$ cat config.mk
export PLATFORM = sky130hd
export DESIGN_NAME = wpt_commit_buf
export DESIGN_NICKNAME = d
export VERILOG_FILES = /design/src/rtl/wpt_pkg.sv /design/src/rtl/wpt_store.sv /design/src/rtl/wpt_ctrl.sv /design/src/rtl/wpt_commit_buf.sv
export SDC_FILE = /design/constraint.sdc
export NUM_CORES = 1
export LEC_CHECK = 0
export BUFFER_PORTS_ARGS = -buffer_cell sky130_fd_sc_hd__buf_2
export CAP_MARGIN = 20
export CORE_ASPECT_RATIO = 2
export CORE_MARGIN = 5
export CORE_UTILIZATION = 55
export DETAILED_ROUTE_END_ITERATION = 10
export GPL_TIMING_DRIVEN = 0
export PLACE_DENSITY = 0.84
export SLEW_MARGIN = 10
export SYNTH_ARGS = -nofsm -noshare
export SYNTH_HDL_FRONTEND = slang
export SYNTH_SLANG_ARGS = --single-unit
$ cat constraint.sdc
create_clock -name clk -period 16.25 [get_ports clk]
set_clock_uncertainty 0.2 [all_clocks]
set_input_delay 1.625 -clock clk [delete_from_list [all_inputs] [get_ports clk]]
set_output_delay 1.625 -clock clk [all_outputs]
set_load 0.02 [all_outputs]
$ cat src/rtl/wpt_pkg.sv
package wpt_pkg;
  typedef struct packed {
    logic [2:0]  kind;
    logic [31:0] src;
    logic [31:0] tgt;
    logic [31:0] ctx;
    logic [3:0]  exc;
    logic [2:0]  flags;
  } wpt_rec_t;
endpackage

$ cat src/rtl/wpt_store.sv
module wpt_store #(
  parameter int DEPTH = 8,
  parameter int W     = 8,
  localparam int AW   = (DEPTH > 1) ? $clog2(DEPTH) : 1
) (
  input  logic          clk,
  input  logic          we,
  input  logic [AW-1:0] waddr,
  input  logic [W-1:0]  wdata,
  input  logic [AW-1:0] raddr,
  output logic [W-1:0]  rdata
);
  logic [W-1:0] mem [DEPTH];

  always_ff @(posedge clk) begin
    if (we) mem[waddr] <= wdata;
  end

  assign rdata = mem[raddr];
endmodule

$ cat src/rtl/wpt_ctrl.sv
module wpt_ctrl #(
  parameter int DEPTH = 8,
  localparam int AW   = (DEPTH > 1) ? $clog2(DEPTH) : 1,
  localparam int CW   = $clog2(DEPTH + 1)
) (
  input  logic          clk,
  input  logic          rst_n,
  input  logic          wpt_en,
  input  logic          in_valid,
  input  logic [1:0]    commit_n,
  input  logic          flush,
  input  logic          out_ready,
  output logic          out_valid,
  output logic          wr_en,
  output logic [AW-1:0] wr_addr,
  output logic [AW-1:0] rd_addr,
  output logic          spec_empty,
  output logic          err_overflow,
  output logic          err_commit
);
  // pointer arithmetic modulo DEPTH
  function automatic logic [AW-1:0] wrap_add(input logic [AW-1:0] p, input logic [CW-1:0] n);
    int s;
    s = int'(p) + int'(n);
    if (s >= DEPTH) s = s - DEPTH;
    return AW'(s);
  endfunction

  // commit count limited to what is speculative this cycle
  function automatic logic [CW-1:0] clamp_commit(input logic [1:0] req, input logic [CW-1:0] avail);
    if (CW'(req) > avail) return avail;
    return CW'(req);
  endfunction

  logic [AW-1:0] rd_ptr, spec_ptr, wr_ptr;
  logic [CW-1:0] n_commit, n_spec;

  // named internal events
  logic          push_try, store_full, push_acc, ovf_event;
  logic [CW-1:0] avail, commit_eff;
  logic          clamp_event, pop;
  logic [CW-1:0] n_commit_nx, n_spec_nx;
  logic [AW-1:0] spec_ptr_nx;

  always_comb begin
    push_try    = in_valid & wpt_en;
    store_full  = (32'(n_commit) + 32'(n_spec)) == DEPTH;
    push_acc    = push_try & ~store_full;
    ovf_event   = push_try & store_full;
    avail       = n_spec + CW'(push_acc);
    commit_eff  = clamp_commit(commit_n, avail);
    clamp_event = CW'(commit_n) > avail;
    pop         = out_valid & out_ready;
    n_commit_nx = n_commit + commit_eff - CW'(pop);
    n_spec_nx   = flush ? '0 : (avail - commit_eff);
    spec_ptr_nx = wrap_add(spec_ptr, commit_eff);
  end

  always_ff @(posedge clk) begin
    if (!rst_n) begin
      rd_ptr       <= '0;
      spec_ptr     <= '0;
      wr_ptr       <= '0;
      n_commit     <= '0;
      n_spec       <= '0;
      err_overflow <= 1'b0;
      err_commit   <= 1'b0;
    end else begin
      rd_ptr   <= wrap_add(rd_ptr, CW'(pop));
      spec_ptr <= spec_ptr_nx;
      wr_ptr   <= flush ? spec_ptr_nx : wrap_add(wr_ptr, CW'(push_acc));
      n_commit <= n_commit_nx;
      n_spec   <= n_spec_nx;
      if (ovf_event)   err_overflow <= 1'b1;
      if (clamp_event) err_commit   <= 1'b1;
    end
  end

  assign out_valid  = n_commit != '0;
  assign spec_empty = n_spec == '0;
  assign wr_en      = push_acc;
  assign wr_addr    = wr_ptr;
  assign rd_addr    = rd_ptr;

  assert_no_overflow_R8: assert property (@(posedge clk) disable iff (!rst_n)
    (32'(n_commit) + 32'(n_spec)) <= DEPTH);
  assert_sticky_overflow_R8: assert property (@(posedge clk) disable iff (!rst_n)
    err_overflow |=> err_overflow);
  assert_clamp_flag_R9: assert property (@(posedge clk) disable iff (!rst_n)
    clamp_event |=> err_commit);
  assert_flush_clears_R6: assert property (@(posedge clk) disable iff (!rst_n)
    flush |=> spec_empty);
  assert_disabled_no_push_R3: assert property (@(posedge clk) disable iff (!rst_n)
    (!wpt_en && commit_n == 2'd0 && !flush) |=> $stable(n_spec));
  assert_hold_output_R10: assert property (@(posedge clk) disable iff (!rst_n)
    (out_valid && !out_ready) |=> (out_valid && $stable(rd_ptr)));
endmodule

$ cat src/rtl/wpt_commit_buf.sv
module wpt_commit_buf #(
  parameter int DEPTH = 8
) (
  input  logic        clk,
  input  logic        rst_n,
  input  logic        wpt_en,
  input  logic        in_valid,
  input  logic [2:0]  in_kind,
  input  logic [31:0] in_src,
  input  logic [31:0] in_tgt,
  input  logic [31:0] in_ctx,
  input  logic [3:0]  in_exc,
  input  logic [2:0]  in_flags,
  input  logic [1:0]  commit_n,
  input  logic        flush,
  output logic        out_valid,
  input  logic        out_ready,
  output logic [2:0]  out_kind,
  output logic [31:0] out_src,
  output logic [31:0] out_tgt,
  output logic [31:0] out_ctx,
  output logic [3:0]  out_exc,
  output logic [2:0]  out_flags,
  output logic        spec_empty,
  output logic        err_overflow,
  output logic        err_commit
);
  import wpt_pkg::*;
  localparam int AW = (DEPTH > 1) ? $clog2(DEPTH) : 1;
  localparam int W  = $bits(wpt_rec_t);

  wpt_rec_t      wr_rec, rd_rec;
  logic          wr_en;
  logic [AW-1:0] wr_addr, rd_addr;

  assign wr_rec = '{kind: in_kind, src: in_src, tgt: in_tgt, ctx: in_ctx, exc: in_exc, flags: in_flags};

  wpt_ctrl #(.DEPTH(DEPTH)) u_ctrl (
    .clk(clk), .rst_n(rst_n), .wpt_en(wpt_en), .in_valid(in_valid),
    .commit_n(commit_n), .flush(flush), .out_ready(out_ready),
    .out_valid(out_valid), .wr_en(wr_en), .wr_addr(wr_addr), .rd_addr(rd_addr),
    .spec_empty(spec_empty), .err_overflow(err_overflow), .err_commit(err_commit)
  );

  wpt_store #(.DEPTH(DEPTH), .W(W)) u_store (
    .clk(clk), .we(wr_en), .waddr(wr_addr), .wdata(wr_rec),
    .raddr(rd_addr), .rdata(rd_rec)
  );

  assign out_kind  = rd_rec.kind;
  assign out_src   = rd_rec.src;
  assign out_tgt   = rd_rec.tgt;
  assign out_ctx   = rd_rec.ctx;
  assign out_exc   = rd_rec.exc;
  assign out_flags = rd_rec.flags;
endmodule

==> results.sh <==
export IMPL_hold_violations=0
export IMPL_yosysWarnings=0
export IMPL_p_leak_nw=12.3
export IMPL_tritoncts_num_sinks=867
export IMPL_clockBufferDepth=3
export IMPL_peakVddDrop_mv=0.125
export IMPL_wl_per_cell_um=28.3
export IMPL_grt_max_degree=43
export IMPL_ant_nets=0
export IMPL_die_height_um=358
export IMPL_instances_no_fill=2515
export IMPL_fin_crit_ns=5.10
export IMPL_worst_path_max_fanout=10
export IMPL_hold_class="reg -> reg"
export IMPL_core_area_mm2=0.0599
export IMPL_synthTopCellsByArea="edfxtp_1 77%, mux4_2 14%, mux2_2 2.9%, dfxtp_1 1.1%, mux2_4 0.90%"
export IMPL_area_delta_synth_final_pct=14.9
export IMPL_internal_power_mw=4.16
export IMPL_rows=127
export IMPL_regArea_mm2=0.0258
export IMPL_fin_crit_sh_pct=31.4
export IMPL_crit_required_ns=16.56
export IMPL_finish_utilization_pct=63.7
export IMPL_relSlewSlack_pct=29.6
export IMPL_die_area_mm2=0.0657
export IMPL_endpoint_kind="register"
export IMPL_path_class="reg -> reg"
export IMPL_cts_tree="done"
export IMPL_status="completed"
export IMPL_synth_top_area_share_pct=76.7
export IMPL_switchingPower_mw=1.54
export IMPL_p_sw_share_pct=27.0
export IMPL_finalNetCount=1826
export IMPL_ys_flop_type="edfxtp_1"
export IMPL_netlist_cell_type_count=44
export IMPL_drive_above_1_share_pct=41.3
export IMPL_ys_seq_area_share_pct=77.8
export IMPL_avgSynthCellArea_um2=24.4
export IMPL_drv_slew=0
export IMPL_grt_pass1_wl_mm=107
export IMPL_insertion_delay_ns=0.62
export IMPL_totalWireLength_mm=71.3
export IMPL_ys_async_sr_fraction_pct=0
export IMPL_dpl_instance_area_mm2=0.0359
export IMPL_cp_start_kind="register"
export IMPL_max_freq_mhz=196
export IMPL_n_fill_cell=3852
export IMPL_syn_instance_count=1362
export IMPL_tightest_slew_ns=1.06
export IMPL_htree_levels=3
export IMPL_ys_ff_latch=867
export IMPL_drt_pass1_iterations=5
export IMPL_maxCapViolations=0
export IMPL_viasPerCell=6.06
export IMPL_drt_iter0_drc=1523
export IMPL_route_detailed_drc=0
export IMPL_clockPowerShare_pct=29.4
export IMPL_place_inst=2389
export IMPL_antenna_found_initial=9
export IMPL_rsz0062_at_grt="false"
export IMPL_multiInputGateArea_mm2=0.00690
export IMPL_hpwl_mm=44.4
export IMPL_clockRootBuffer="clkbuf_16"
export IMPL_seq_power_share_pct=46.2
export IMPL_cts_buffers=72
export IMPL_stdcell_area_mm2=0.0382
export IMPL_yosysMostFrequentCell="edfxtp_1"
export IMPL_postCtsHoldBufs=0
export IMPL_io_pins=224
export IMPL_track_usage_pct=22.1
export IMPL_finalSetupViolCount=0
export IMPL_powerDensity_mw_per_mm2=149
export IMPL_pwr_share_comb_pct=24.4
export IMPL_arrival_ns=5.41
export IMPL_grt_pass1_vias=16800
export IMPL_synth_top_area_cell="edfxtp_1"
export IMPL_vias=15300
export IMPL_gr_total_overflow=0
export IMPL_clkTransAtPathRegs_ns=0.07
export IMPL_synth_edf_count=848
export IMPL_die_x_um=184
export IMPL_portBuffers=223
export IMPL_post_cts_setup_buffer_count=0
export IMPL_syn_nets=1499
export IMPL_post_cts_resized=0
export IMPL_initial_utilization_pct=55.4
export IMPL_synth_commonest_cells="848 x edfxtp_1, 212 x mux4_2, 86 x mux2_2"
export IMPL_netlist_area_mm2=0.0332
export IMPL_gp_congestion=0.766
[cells by family (layout without fill, tap and decap cells)]
group                      count (synthesis)  after routing  synth area share, %
DFF                                      867            867                 77.8
muxes                                    320            320                 18.3
buffers and inverters                     80            456                 1.54
and+or+nand+nor                           41             41                0.754
adders and majority gates                 25             25                0.995
AOI/OAI and AO/OA                         19             19                0.388
xor gates and xnor gates                   9              9                0.237
other                                      1              4               0.0113
[final timing paths]
kind / startpoint / slack [ns] / cells past startpoint / to
worst max-delay path: u_ctrl.n_spec[0]$_SDFF_PP0_ / 11.15 / 17 / u_ctrl.n_commit[3]$_SDFF_PN0_
worst min-delay path: u_ctrl.err_commit$_SDFFE_PN0N_ / 0.28 / 2 / u_ctrl.err_commit$_SDFFE_PN0N_
worst max register to register: u_ctrl.n_spec[0]$_SDFF_PP0_ / 11.15 / 17 / u_ctrl.n_commit[3]$_SDFF_PN0_
worst min register to register: u_ctrl.err_commit$_SDFFE_PN0N_ / 0.28 / 2 / u_ctrl.err_commit$_SDFFE_PN0N_
[cell usage in the layout (no fill, tap or decap), types with 3 or more instances in the layout]
master      instances
and2_1              8
buf_6              28
a21o_1              3
nor2b_1             6
buf_8               5
edfxtp_1          848
clkinv_2            5
a21oi_1             5
clkbuf_1           23
xor2_1              5
mux4_2            212
buf_12              7
mux2_2             86
buf_16             11
clkbuf_8            3
clkinvlp_4          3
xnor2_1             4
nor2_1             10
ha_1               20
bufinv_16           4
inv_1              19
diode_2             3
clkbuf_16          75
and4b_4             3
inv_6               4
nand2_1             3
mux2_4             20
dfxtp_1            19
clkinv_1           15
o21ai_0             3
buf_2             245
fa_1                3
buf_1               8
[final cells by class]
type | instances | area share [%]
antenna | 3 | 0.0197
buffer | 61 | 1.16
clock buffer | 91 | 5.16
clock inverter | 32 | 0.702
inverter | 19 | 0.187
multi-input combinational | 415 | 18.1
sequential | 867 | 67.7
tap | 774 | 2.54
timing repair buffer | 253 | 4.42
[per-stage QoR]
step                      hold WS (ns)  total power, mW  setup TNS (ns)  setup WS, ns
after floorplan                  0.313             3.66               0          3.16
final                            0.276             5.70               0         11.15
after CTS                        0.277             5.76               0         11.14
after detailed placement         0.262             4.09               0         10.69
after global routing             0.304             5.94               0         10.79
after global placement           0.245             4.05         -818.23         -7.73
[critical path, stage by stage (launching register included)]
cell and delay (ns):
dfxtp_1 0.36, ha_1 0.24, fa_1 0.49, a2111oi_0 0.07, a21oi_1 0.74, ha_1 0.33, ha_1 0.24, inv_1 0.05
o21ai_0 0.25, o21ai_0 0.19, o21ai_0 0.57, ha_1 0.39, inv_1 0.08, ha_1 0.22, a21o_1 0.17, a21oi_1 0.17
xnor2_1 0.09, and2_1 0.15
[state kept, by name, summed over array words and instances, names as in the netlist]
signal               cells
u_ctrl.rd_addr           3
u_ctrl.wr_addr           3
u_store.mem            848
u_ctrl.n_spec            4
u_ctrl.spec_ptr          3
u_ctrl.err_commit        1
u_ctrl.err_overflow      1
u_ctrl.n_commit          4
[layer usage]
metal | vias to the layer above | track usage, % | part of all wire, %
met5 | - | 0 | 0.11
met4 | 12 | 6.87 | 2.9
met3 | 132 | 4.37 | 6.6
met2 | 637 | 38.7 | 54
met1 | 8059 | 28.2 | 37
li1 | 6412 | - | -
[power by group through the flow]
stage | clock, mW | sequential (mW) | combinational (mW)
final | 1.67 | 2.63 | 1.39
after global routing | 1.80 | 2.64 | 1.49
after CTS | 1.70 | 2.64 | 1.42
after detailed placement | 0 | 2.68 | 1.41
after global placement | 0 | 2.70 | 1.35
after floorplan | 0 | 2.68 | 0.975
Power figures use the tool's default switching activity.
